**src/rtl/ccp_pkg.sv**
```systemverilog
package ccp_pkg;

  typedef enum logic [2:0] {
    MODE_OFF        = 3'd0,
    MODE_CAP_FALL   = 3'd1,
    MODE_CAP_RISE   = 3'd2,
    MODE_CAP_RISE4  = 3'd3,
    MODE_CAP_RISE16 = 3'd4,
    MODE_CMP_EVENT  = 3'd5,
    MODE_CMP_PERIOD = 3'd6,
    MODE_RSVD       = 3'd7
  } ccpMode_e;

  // strobes from control to datapath
  typedef struct packed {
    logic capLoad;
    logic swLoad;
  } ccpStrobe_t;

endpackage

```
**src/rtl/ccp_edge_prescale.sv**
```systemverilog
module ccp_edge_prescale #(
  parameter int PRE_SMALL = 4,
  parameter int PRE_LARGE = 16
) (
  input  logic clk,
  input  logic rstN,
  input  logic clr,
  input  logic riseEdge,
  input  logic selLarge,
  output logic fire
);
  localparam int CW = (PRE_LARGE > 1) ? $clog2(PRE_LARGE) : 1;

  logic [CW-1:0] cnt;
  logic [CW-1:0] limit;

  assign limit = selLarge ? CW'(PRE_LARGE - 1) : CW'(PRE_SMALL - 1);
  assign fire  = riseEdge & ~clr & (cnt == limit);

  always_ff @(posedge clk) begin
    if (!rstN) begin
      cnt <= '0;
    end else if (clr) begin
      cnt <= '0;
    end else if (riseEdge) begin
      if (cnt == limit) cnt <= '0;
      else              cnt <= cnt + 1'b1;
    end
  end

  // a prescaled capture always restarts the edge count
  p_restart_after_fire_r3: assert property (@(posedge clk) disable iff (!rstN)
    fire |=> (cnt == '0));

endmodule

```
**src/rtl/ccp_datapath.sv**
```systemverilog
module ccp_datapath
  import ccp_pkg::*;
#(
  parameter int TW          = 16,
  parameter int SYNC_STAGES = 2
) (
  input  logic          clk,
  input  logic          rstN,
  input  logic          capPin,
  input  logic [TW-1:0] timerCount,
  input  logic [TW-1:0] regWrData,
  input  ccpStrobe_t    strb,
  output logic          pinSync,
  output logic          timerEq,
  output logic [TW-1:0] ccpReg
);

  generate
    if (SYNC_STAGES <= 1) begin : g_sync1
      logic syncFf;
      always_ff @(posedge clk) begin
        if (!rstN) syncFf <= 1'b0;
        else       syncFf <= capPin;
      end
      assign pinSync = syncFf;
    end else begin : g_syncN
      logic [SYNC_STAGES-1:0] syncChain;
      always_ff @(posedge clk) begin
        if (!rstN) syncChain <= '0;
        else       syncChain <= {syncChain[SYNC_STAGES-2:0], capPin};
      end
      assign pinSync = syncChain[SYNC_STAGES-1];
    end
  endgenerate

  always_ff @(posedge clk) begin
    if (!rstN) begin
      ccpReg <= '0;
    end else if (strb.capLoad) begin
      ccpReg <= timerCount;
    end else if (strb.swLoad) begin
      ccpReg <= regWrData;
    end
  end

  assign timerEq = (timerCount == ccpReg);

  // a capture strobe records the timer value of that cycle
  p_capture_load_r2: assert property (@(posedge clk) disable iff (!rstN)
    strb.capLoad |=> (ccpReg == $past(timerCount)));

  // with no strobe the holding register keeps its value
  p_hold_r9: assert property (@(posedge clk) disable iff (!rstN)
    (!strb.capLoad && !strb.swLoad) |=> $stable(ccpReg));

endmodule

```
**src/rtl/ccp_control.sv**
```systemverilog
module ccp_control
  import ccp_pkg::*;
#(
  parameter int PRE_SMALL = 4,
  parameter int PRE_LARGE = 16
) (
  input  logic       clk,
  input  logic       rstN,
  input  ccpMode_e   mode,
  input  logic       pinSync,
  input  logic       timerEq,
  input  logic       regWrite,
  input  logic       flagClear,
  input  logic       timerWrite,
  input  logic       timerSync,
  output ccpStrobe_t strb,
  output logic       cmpEvent,
  output logic       timerClear,
  output logic       ccpFlag
);

  logic     pinPrev;
  logic     riseEdge;
  logic     fallEdge;
  ccpMode_e modePrev;
  logic     modeChange;
  logic     preFire;
  logic     capEvent;
  logic     isCompare;
  logic     matchNow;
  logic     matchPrev;
  logic     matchRise;

  assign riseEdge   = pinSync & ~pinPrev;
  assign fallEdge   = ~pinSync & pinPrev;
  assign modeChange = (mode != modePrev);

  ccp_edge_prescale #(
    .PRE_SMALL (PRE_SMALL),
    .PRE_LARGE (PRE_LARGE)
  ) u_prescale (
    .clk      (clk),
    .rstN     (rstN),
    .clr      (modeChange),
    .riseEdge (riseEdge),
    .selLarge (mode == MODE_CAP_RISE16),
    .fire     (preFire)
  );

  always_comb begin
    unique case (mode)
      MODE_CAP_FALL:   capEvent = fallEdge;
      MODE_CAP_RISE:   capEvent = riseEdge;
      MODE_CAP_RISE4,
      MODE_CAP_RISE16: capEvent = preFire;
      default:         capEvent = 1'b0;
    endcase
  end

  assign isCompare = (mode == MODE_CMP_EVENT) || (mode == MODE_CMP_PERIOD);
  assign matchNow  = isCompare & timerEq;
  assign matchRise = matchNow & ~matchPrev;

  always_comb begin
    strb.capLoad = capEvent;
    strb.swLoad  = regWrite & ~capEvent;
  end

  always_ff @(posedge clk) begin
    if (!rstN) begin
      pinPrev   <= 1'b0;
      modePrev  <= MODE_OFF;
      matchPrev <= 1'b0;
      cmpEvent  <= 1'b0;
      ccpFlag   <= 1'b0;
    end else begin
      pinPrev   <= pinSync;
      modePrev  <= mode;
      matchPrev <= matchNow;
      cmpEvent  <= matchRise;
      ccpFlag   <= (ccpFlag & ~flagClear) | capEvent | matchRise;
    end
  end

  // write collision wins over the period clear; async timer gets no clear
  assign timerClear = cmpEvent & (mode == MODE_CMP_PERIOD) & timerSync & ~timerWrite;

  // the compare event never lasts more than one cycle
  p_event_single_r4: assert property (@(posedge clk) disable iff (!rstN)
    cmpEvent |=> !cmpEvent);

  // flag is sticky until cleared
  p_flag_sticky_r8: assert property (@(posedge clk) disable iff (!rstN)
    (ccpFlag && !flagClear) |=> ccpFlag);

  // every compare event is accompanied by a set flag
  p_flag_on_event_r8: assert property (@(posedge clk) disable iff (!rstN)
    cmpEvent |-> ccpFlag);

endmodule

```
**src/rtl/ccp_timebase_unit.sv**
```systemverilog
module ccp_timebase_unit
  import ccp_pkg::*;
#(
  parameter int TW          = 16,
  parameter int SYNC_STAGES = 2,
  parameter int PRE_SMALL   = 4,
  parameter int PRE_LARGE   = 16
) (
  input  logic          clk,
  input  logic          rstN,
  input  logic [2:0]    mode,
  input  logic          capPin,
  input  logic [TW-1:0] timerCount,
  input  logic          timerWrite,
  input  logic          timerSync,
  input  logic          regWrite,
  input  logic [TW-1:0] regWrData,
  input  logic          flagClear,
  output logic [TW-1:0] ccpReg,
  output logic          cmpEvent,
  output logic          timerClear,
  output logic          ccpFlag
);

  ccpStrobe_t strb;
  logic       pinSync;
  logic       timerEq;

  ccp_control #(
    .PRE_SMALL (PRE_SMALL),
    .PRE_LARGE (PRE_LARGE)
  ) u_control (
    .clk        (clk),
    .rstN       (rstN),
    .mode       (ccpMode_e'(mode)),
    .pinSync    (pinSync),
    .timerEq    (timerEq),
    .regWrite   (regWrite),
    .flagClear  (flagClear),
    .timerWrite (timerWrite),
    .timerSync  (timerSync),
    .strb       (strb),
    .cmpEvent   (cmpEvent),
    .timerClear (timerClear),
    .ccpFlag    (ccpFlag)
  );

  ccp_datapath #(
    .TW          (TW),
    .SYNC_STAGES (SYNC_STAGES)
  ) u_datapath (
    .clk        (clk),
    .rstN       (rstN),
    .capPin     (capPin),
    .timerCount (timerCount),
    .regWrData  (regWrData),
    .strb       (strb),
    .pinSync    (pinSync),
    .timerEq    (timerEq),
    .ccpReg     (ccpReg)
  );

endmodule

```
**config.mk**
```make
export PLATFORM = sky130hd
export DESIGN_NAME = ccp_timebase_unit
export DESIGN_NICKNAME = d
export VERILOG_FILES = /design/src/rtl/ccp_pkg.sv /design/src/rtl/ccp_edge_prescale.sv /design/src/rtl/ccp_datapath.sv /design/src/rtl/ccp_control.sv /design/src/rtl/ccp_timebase_unit.sv
export SDC_FILE = /design/constraint.sdc
export NUM_CORES = 1
export LEC_CHECK = 0
export ABC_AREA = 1
export BUFFER_PORTS_ARGS = -buffer_cell sky130_fd_sc_hd__buf_2
export CAP_MARGIN = 20
export CELL_PAD_IN_SITES_DETAIL_PLACEMENT = 1
export CELL_PAD_IN_SITES_GLOBAL_PLACEMENT = 2
export CORE_ASPECT_RATIO = 0.8
export CORE_MARGIN = 2
export CORE_UTILIZATION = 23
export CTS_CLUSTER_SIZE = 40
export DETAILED_ROUTE_END_ITERATION = 10
export PLACE_DENSITY = 0.8
export SLEW_MARGIN = 15
export SYNTH_ARGS = -nofsm -noshare
export SYNTH_HDL_FRONTEND = slang
export SYNTH_SLANG_ARGS = --single-unit
```
**constraint.sdc**
```tcl
create_clock -name clk -period 1.4 [get_ports clk]
set_input_delay 0.21 -clock clk [delete_from_list [all_inputs] [get_ports clk]]
set_output_delay 0.21 -clock clk [all_outputs]
set_load 0.01 [all_outputs]
```
==> impl_metrics.tcl, run 1 <==
set metrics [dict create \
    status "complete, but fails checks" \
    violations "negative setup slack" \
    ant_nets 0 \
    diodes 0 \
    via_per_inst 4.42 \
    wire_per_inst_um 14.0 \
    ys_warn_count 0 \
    skew_ns 0.00435 \
    setup_viol 11 \
    seqCellArea_um2 589 \
    dr_total_vias 2086 \
    synth_top_cell_by_area "dfxtp_1" \
    nets 406 \
    maxCapViolCount 0 \
    rows 29 \
    synth_area_mm2 0.00183 \
    crit_type "register to register" \
    post-route-util_pct 34.1 \
    area_growth_pct 46.1 \
    wl_mm 6.59 \
    drive_above_1_share_pct 40.4 \
    tightest_slew_ns 0.365 \
    timing_hold_violations_final 0 \
    dp_hpwl_mm 4.65 \
    setup_ws_ns -0.0531 \
    cts-buffers-inserted 5 \
    hold_class "primary input to register" \
    grt_pass1_vias 2039 \
    crit_required_ns 1.56 \
    synthesis.nets 323 \
    rsz0062_at_grt "true" \
    finalPower_uw 2010 \
    grt-ovfl-total 0 \
    synth.area.top_cells "dfxtp_1, nand2_1, inv_1" \
    nFillCells 1024 \
    antenna_found_initial 0 \
    hold_buffers 0 \
    clock.fmax_ghz 0.688 \
    p_leak_uw 0.00135 \
    ys.flop_type "dfxtp_1" \
    worstPathMaxFanout 8 \
    cts_buffer_depth 2 \
    avgSynthCellArea_um2 6.53 \
    cts_tree "done" \
    clk_latency_ns 0.28 \
    end_kind "register" \
    grt_pass1_wl_mm 10.4 \
    dieArea_mm2 0.00869 \
    timing.final.crit_period_ns 1.45 \
    place_inst 458 \
    first_pass_iters 4 \
    clk_pin_slew_ns 0.06 \
    synth.most_common_cell "nand2_1" \
    track_usage_pct 15.0 \
    async_reset_ff_share_pct 0 \
    slew_headroom_pct 75.5 \
    drt_iter0_drc 80 \
    slew_violations 0 \
    drc 0 \
    cts.sinks 29 \
    peakVddDrop_v 0.000252 \
    start_util_pct 23.3 \
    grt_max_degree 21 \
    core-area_mm2 0.00784 \
    setup_tns_ns -0.308 \
    globalplace.congestion 0.769 \
    fp.dieH_um 83.8 \
    ys_seq_area_share_pct 31.7 \
    ioPinCount 61 \
    clockRootBuffer "clkbuf_8" \
    multiInputGateArea_mm2 0.00115 \
    synth.distinct_cells 29 \
    finalCritPeriodShare_pct 104 \
    htreeDepth 2 \
    final_cells 472 \
    die_w_um 104 \
    power_density_mw_per_mm2 751 \
    synth_top_area_share_pct 31.7 \
    cp-start-kind "register" \
    worstPathArrival_ns 1.61 \
    synth_common_cells "nand2_1, inv_1, dfxtp_1, nand3_1" \
    port_buffers 60 \
    syn-instance-count 280 \
    synth_edf_count 0 \
    ys_ff_latch 29 \
]
==> metal layers <==
metal	wire, um	track usage [%]
met1	3220	21.0
met3	300	3.12
met5	0	0
met2	2930	23.1
met4	136	4.67
==> logic make-up (layout without fill, tap and decap cells) <==
family          count (synthesis)  in the layout  synth area share [%]
xor+xnor                        8              8                  3.83
compound gates                 31             31                  10.8
flops                          29             29                  31.7
simple gates                  158            160                  40.4
buf+inv                        53            135                  12.5
fa+ha+maj                       1              1                 0.684
==> repair_timing <==
| action | CTS | global route |
|---|---|---|
| setup buffers | 0 | 3 |
| setup endpoints to repair | 17 | 19 |
| pin swaps | 0 | 12 |
| gates resized for setup | 6 | 30 |
| cloned | 1 | 2 |
==> state kept, by name, summed over array words and instances (netlist names) <==
register,flops
u_control.modePrev,3
u_control.cmpEvent,1
u_datapath.ccpReg,16
u_control.pinPrev,1
u_datapath.g_syncN.syncChain,2
u_control.ccpFlag,1
u_control.u_prescale.cnt,4
u_control.matchPrev,1
==> stage by stage <==
step                area [um2]  hold slack (ns)  setup slack (ns)
floorplan                 1830            0.303            0.0149
global placement          2390            0.401           -0.0945
detailed placement        2390            0.405            -0.160
CTS                       2510            0.111          -0.00119
global route              2670            0.116            -0.118
finish                    2670            0.112           -0.0531
==> power by group <==
| group | switching (uW) | leakage (uW) | internal, uW |
|---|---|---|---|
| sequential | 35.0 | 0.000241 | 864 |
| clock | 332 | 0.0000395 | 353 |
| combinational | 236 | 0.00107 | 188 |
==> final cells by class <==
cell class	instances	area share [%]
multi-input combinational	200	43.0
inverter	41	5.85
sequential	29	22.1
timing repair buffer	86	21.1
clock buffer	8	3.00
tap	108	5.06
==> critical path, stage by stage, from the launching register on <==
cell and delay, ns:
dfxtp_2 0.35, inv_2 0.05, nand2_2 0.07, nand2_2 0.06, nor2_2 0.13, nand3_2 0.10, o21bai_4 0.20, clkbuf_16 0.20
nand2_1 0.06, nand2_1 0.06, a21oi_1 0.06
==> path summary, 6_finish.rpt <==
path	from	endpoint	slack, ns	cells past startpoint
setup / recovery	u_control.modePrev[1]	u_datapath.ccpReg[13]	-0.05	10
hold / removal	capPin	u_datapath.g_syncN.syncChain[0]	0.11	3
setup reg to reg	u_control.modePrev[1]	u_datapath.ccpReg[13]	-0.05	10
hold reg to reg	u_datapath.g_syncN.syncChain[0]	u_datapath.g_syncN.syncChain[1]	0.42	2
==> layout by cell type (no fill, tap or decap), types with 2 or more instances in the layout <==
cell type	Yosys	layout
buf_4	1	21
nand2_8	0	3
xor2_1	4	4
nand2_1	85	71
nand2_2	3	16
clkbuf_8	0	5
inv_1	37	35
o22ai_1	2	2
nor2_4	0	3
a22o_1	2	2
nand3_2	6	7
nand3_1	19	18
xnor2_1	4	3
buf_2	3	60
dfxtp_2	0	7
nand2_4	2	2
a21oi_1	12	10
clkbuf_1	5	3
nor2_1	18	16
dfxtp_1	29	22
nand4_1	18	18
inv_2	3	4
nor2_2	4	3
buf_12	0	4
o21ai_0	8	8
a21oi_2	5	7
No activity file was read; power rests on OpenSTA's default activity.
==> run 2, diff against run 1 <==
--- a/config.mk
+++ b/config.mk
@@ -10,7 +10,7 @@
 export CAP_MARGIN = 20
 export CELL_PAD_IN_SITES_DETAIL_PLACEMENT = 1
 export CELL_PAD_IN_SITES_GLOBAL_PLACEMENT = 2
-export CORE_ASPECT_RATIO = 0.8
+export CORE_ASPECT_RATIO = 1.1
 export CORE_MARGIN = 2
 export CORE_UTILIZATION = 23
 export CTS_CLUSTER_SIZE = 40
==> run 2 against run 1 <==
Against the previous run: the run still ends with negative setup slack left; die area barely moved; worst setup slack improved by 0.017 ns; clock power rose by 3%; critical path depth fell by 1; final area fell by 4.7%; maximum frequency rose by 1.2%; routed wire length fell by 10%; final cell count fell by 2.5%; global-route usage fell by 1.1 points; worst hold slack improved by 0.025 ns; clock skew rose by 0.0058 ns; power fell by 1.1%.
==> impl_metrics.tcl, run 2 (synthesis gave the netlist of run 1 again) <==
set metrics [dict create \
    status "complete, but fails checks" \
    violations "negative setup slack" \
    finalCritPeriodShare_pct 103 \
    grt_max_degree 18 \
    switching_share_pct 28.2 \
    htreeDepth 2 \
    antenna_found_initial 0 \
    rows 34 \
    worstPathMaxFanout 8 \
    cts_tree "done" \
    timing_hold_violations_final 0 \
    setup_tns_ns -0.0943 \
    peakVddDrop_v 0.000279 \
    endpoint "u_datapath.ccpReg[7]" \
    clockRootBuffer "clkbuf_8" \
    globalplace.congestion 0.766 \
    clk_pin_slew_ns 0.07 \
    final_common_cell "nand2_1" \
    dr_total_vias 2022 \
    finalPower_uw 1990 \
    grt-ovfl-total 0 \
    dp_hpwl_mm 4.51 \
    cts_setup_buffers 0 \
    dieArea_mm2 0.00868 \
    cts_buffer_depth 2 \
    wire_per_inst_um 12.8 \
    start_util_pct 23.4 \
    hold_class "primary input to register" \
    reg2reg_slack_ns -0.04 \
    diodes 0 \
    largest-register "u_datapath.ccpReg" \
    rsz0062_at_grt "true" \
    end_kind "register" \
    slowest_delay_ns 0.34 \
    first_pass_iters 4 \
    clock.fmax_ghz 0.696 \
    power_switching_uw 560 \
    post-route-util_pct 32.5 \
    nets 395 \
    area_growth_pct 39.2 \
    tightest_slew_ns 0.255 \
    slowest_stage "dfxtp_2" \
    reg2regPathDepth 9 \
    port_buffers 60 \
    nFillCells 1045 \
    timing.rr.end "u_datapath.ccpReg[7]" \
    crit_type "register to register" \
    crit_required_ns 1.56 \
    top_regs "u_datapath.ccpReg: 16 flops, u_control.u_prescale.cnt: 4 flops, u_control.modePrev: 3 flops" \
    largest_reg_flops 16 \
    via_per_inst 4.40 \
    clk_latency_ns 0.28 \
    track_usage_pct 13.9 \
    slew_headroom_pct 82.8 \
    slew_violations 0 \
    place_ws_ns -0.111 \
    whs_ns 0.138 \
    skew_ns 0.0102 \
    rr_startpoint "u_control.u_prescale.cnt[1]" \
    fp.dieH_um 97.5 \
    clock_power_share_pct 35.4 \
    ioPinCount 61 \
    crit_top_cell "nand2_1" \
    setup_viol 6 \
    setup_ws_ns -0.0363 \
    maxCapViolCount 0 \
    drc 0 \
    drive_above_1_share_pct 36.6 \
    power_frac_seq_pct 45.3 \
    grt_pass1_wl_mm 9.58 \
    core-area_mm2 0.00783 \
    hold_buffers 0 \
    die_w_um 89.0 \
    startpoint "u_control.u_prescale.cnt[1]" \
    combinationalPowerShare_pct 19.4 \
    final_cell_mix "nand2_1, buf_2, inv_1, dfxtp_1" \
    wl_mm 5.91 \
    ant_nets 0 \
    cts-buffers-inserted 5 \
    p_leak_uw 0.00134 \
    power_density_mw_per_mm2 780 \
    cp_cell_sequence "ha_1 -> inv_1 -> nor2_4 -> nand2_4 -> o21bai_4 -> clkbuf_16 -> nand2_1 -> nand2_1 -> a21oi_1" \
    worstPathArrival_ns 1.60 \
    p_int_uw 1420 \
    cts.sinks 29 \
    timing.final.crit_period_ns 1.44 \
    cp-start-kind "register" \
    grt_pass1_vias 2101 \
    drt_iter0_drc 29 \
]
## run 2: per-stage QoR
stage	instances	instance area, um2
final	460	2550
after floorplan	280	1830
after global routing	460	2550
after detailed placement	452	2370
after CTS	459	2480
after global placement	452	2370
## run 2: critical path: cells and delay by family (launching register included)
kind	cells	cell delay, ns
AO/OA/AOI/OAI	2	0.25
flip-flops	1	0.34
adder cells (fa/ha/maj)	1	0.14
AND/OR/NAND/NOR	4	0.34
buffers and inverters	2	0.26
## run 2: timing repair
action / CTS / global route
endpoints found under the setup margin: 16 / 18
pin swaps: 0 / 0
cloned: 0 / 1
resized for setup: 4 / 18
## run 2: how the worst min path moves through the flow
stage,from,endpoint,depth (start not counted)
2_1_floorplan,mode[0],u_control.modePrev[0],2
3_3_place_gp,u_datapath.g_syncN.syncChain[0],u_datapath.g_syncN.syncChain[1],2
3_5_place_dp,u_datapath.g_syncN.syncChain[0],u_datapath.g_syncN.syncChain[1],2
4_1_cts,capPin,u_datapath.g_syncN.syncChain[0],3
5_1_grt,capPin,u_datapath.g_syncN.syncChain[0],3
6_report,capPin,u_datapath.g_syncN.syncChain[0],3
## run 2: layout make-up
cell class	instances	area (um2)	share of cell area, %
Sequential cell	29	588	23.1
Timing Repair Buffer	77	508	20.0
Clock buffer	7	86.3	3.39
Inverter	41	154	6.04
Tap cell	108	135	5.31
Multi-Input combinational cell	198	1070	42.2
## run 2: per-layer routing
layer  routed length, um  global-route usage [%]  vias to the layer above
met5                   0                       0                        -
met4                  62                    4.13                        0
met3                 266                    2.21                        4
met2                2910                    23.1                       46
met1                2670                    18.1                      935
li1                    -                       -                     1037
## run 2: power by group through the flow
stage	sequential [uW]	combinational [uW]	clock [uW]
after detailed placement	916	376	0
after global placement	915	368	0
final	899	384	702
after global routing	904	436	761
after floorplan	922	193	0
after CTS	899	381	724
==> run 3, diff against run 2 <==
--- a/config.mk
+++ b/config.mk
@@ -6,12 +6,11 @@
 export NUM_CORES = 1
 export LEC_CHECK = 0
 export ABC_AREA = 1
-export BUFFER_PORTS_ARGS = -buffer_cell sky130_fd_sc_hd__buf_2
+export BUFFER_PORTS_ARGS = -buffer_cell sky130_fd_sc_hd__buf_4
 export CAP_MARGIN = 20
 export CELL_PAD_IN_SITES_DETAIL_PLACEMENT = 1
 export CELL_PAD_IN_SITES_GLOBAL_PLACEMENT = 2
 export CORE_ASPECT_RATIO = 1.1
-export CORE_MARGIN = 2
 export CORE_UTILIZATION = 23
 export CTS_CLUSTER_SIZE = 40
 export DETAILED_ROUTE_END_ITERATION = 10
==> run 3 against run 2 <==
Against the previous run: the flow still finishes with violations (negative setup slack); sequential share of layout area shrank 2.2 points; sequential cell count is the same; largest power group is now the clock network; clock-buffer cell count shrank 2; largest cell class unchanged; non-clock buffer count grew 6; register-to-register slack gained 0.03 ns; clock power grew 51%; clock skew shrank 0.0029 ns; utilization grew 4.6 points.
==> impl_metrics.tcl, run 3 (synthesis gave the netlist of run 1 again) <==
set metrics [dict create \
    crit_type "register to register" \
    peakVddDrop_v 0.000494 \
    rsz0062_at_grt "true" \
    timing.final.crit_period_ns 1.41 \
    clk_latency_ns 0.28 \
    reg2reg_slack_ns -0.007 \
    timing_hold_violations_final 0 \
    wire_per_inst_um 13.4 \
    status "complete, but fails checks" \
    final_common_cell "nand2_1" \
    htreeDepth 2 \
    via_per_inst 4.47 \
    reg2regPathDepth 9 \
    power_density_mw_per_mm2 853 \
    diodes 0 \
    rr_startpoint "u_control.u_prescale.cnt[0]" \
    grt-ovfl-total 0 \
    violations "negative setup slack" \
    slew_headroom_pct 78.2 \
    nets 403 \
    timing.rr.end "u_datapath.ccpReg[8]" \
    first_pass_iters 4 \
    area_growth_pct 54.2 \
    cts_buffer_depth 2 \
    drt_iter0_drc 72 \
    finalCritPeriodShare_pct 101 \
    place_ws_ns -0.140 \
    wl_mm 6.24 \
    core-area_mm2 0.00760 \
    slew_violations 0 \
    final_cell_mix "nand2_1, buf_4, inv_1, dfxtp_1, nand4_1" \
    tightest_slew_ns 0.324 \
    ioPinCount 61 \
    rows 33 \
    globalplace.congestion 0.782 \
    end_kind "register" \
    clockRootBuffer "clkbuf_8" \
    grt_pass1_wl_mm 9.87 \
    setup_tns_ns -0.0178 \
    worstPathArrival_ns 1.58 \
    cp-start-kind "register" \
    drc 0 \
    p_int_uw 1800 \
    grt_max_degree 22 \
    hold_class "primary input to register" \
    p_leak_uw 0.00141 \
    startpoint "u_control.u_prescale.cnt[0]" \
    ant_nets 0 \
    cts.sinks 29 \
    dieArea_mm2 0.00831 \
    clock_power_share_pct 44.2 \
    largest-register "u_datapath.ccpReg" \
    clk_pin_slew_ns 0.07 \
    track_usage_pct 15.4 \
    maxCapViolCount 0 \
    drive_above_1_share_pct 38.2 \
    die_w_um 87.0 \
    largest_reg_flops 16 \
    cts_tree "done" \
    fp.dieH_um 95.5 \
    dr_total_vias 2083 \
    cts-buffers-inserted 5 \
    setup_ws_ns -0.00729 \
    grt_pass1_vias 2120 \
    combinationalPowerShare_pct 18.4 \
    dp_hpwl_mm 4.39 \
    top_regs "u_datapath.ccpReg: 16 flops, u_control.u_prescale.cnt: 4 flops, u_control.modePrev: 3 flops" \
    antenna_found_initial 0 \
    port_buffers 60 \
    endpoint "u_datapath.ccpReg[8]" \
    start_util_pct 24.1 \
    power_frac_seq_pct 37.4 \
    clock.fmax_ghz 0.711 \
    worstPathMaxFanout 8 \
    crit_required_ns 1.57 \
    switching_share_pct 25.3 \
    skew_ns 0.00726 \
    setup_viol 4 \
    power_switching_uw 608 \
]
run 3: metal layers:
metal / vias up / global-route usage (%) / wire (um)
li1: 1055 / - / -
met2: 46 / 28.3 / 3150
met1: 974 / 18.1 / 2790
met5: - / 0 / 0
met4: 0 / 3.19 / 65
met3: 8 / 3.64 / 229
run 3: critical path: stages (launching register included):
cell	delay, ns
dfxtp_2	0.33
ha_1	0.14
inv_1	0.06
nor2_4	0.12
nand2_4	0.08
o21bai_4	0.21
clkbuf_16	0.19
nand2_1	0.06
nand2_1	0.05
a21oi_1	0.05
run 3: area by class of cell:
| class | instances | area (um2) |
|---|---|---|
| Clock inverter | 3 | 65.1 |
| Multi-Input combinational cell | 200 | 1120 |
| Tap cell | 105 | 131 |
| Sequential cell | 29 | 591 |
| Inverter | 41 | 156 |
| Clock buffer | 5 | 68.8 |
| Timing Repair Buffer | 83 | 691 |
| Fill cell | 987 | 4780 |
run 3: stage by stage:
step,hold slack (ns),area [um2],cells,utilization [%],power [uW]
after floorplan,0.303,1830,280,-,1120
after global placement,0.397,2500,450,33.0,1330
after detailed placement,0.405,2500,450,33.0,1340
after CTS,0.104,2700,460,35.5,2430
after global routing,0.115,2820,466,37.1,2520
final,0.109,2820,466,37.1,2410
run 3: worst min-delay path by stage:
stage	endpoint	cells past startpoint	start	slack, ns
after CTS	u_datapath.g_syncN.syncChain[0]	3	capPin	0.10
after floorplan	u_control.modePrev[0]	2	mode[0]	0.30
final	u_datapath.g_syncN.syncChain[0]	3	capPin	0.11
after global placement	u_datapath.g_syncN.syncChain[1]	2	u_datapath.g_syncN.syncChain[0]	0.40
after global routing	u_datapath.g_syncN.syncChain[0]	3	capPin	0.11
after detailed placement	u_datapath.g_syncN.syncChain[1]	2	u_datapath.g_syncN.syncChain[0]	0.40
run 3: timing repair:
action / 4_1_cts / 5_1_grt
hold buffers: 0 / 0
setup buffers: 1 / 4
cloned: 1 / 2
pin swaps: 4 / 11
setup endpoints to repair: 17 / 17
gates resized for setup: 10 / 15
run 3: power groups by stage:
stage               Sequential, uW  Combinational, uW  Clock, uW
finish                         900                442       1060
global route                   905                490       1130
CTS                            898                436       1090
detailed placement             916                424          0
global placement               916                417          0
floorplan                      922                193          0
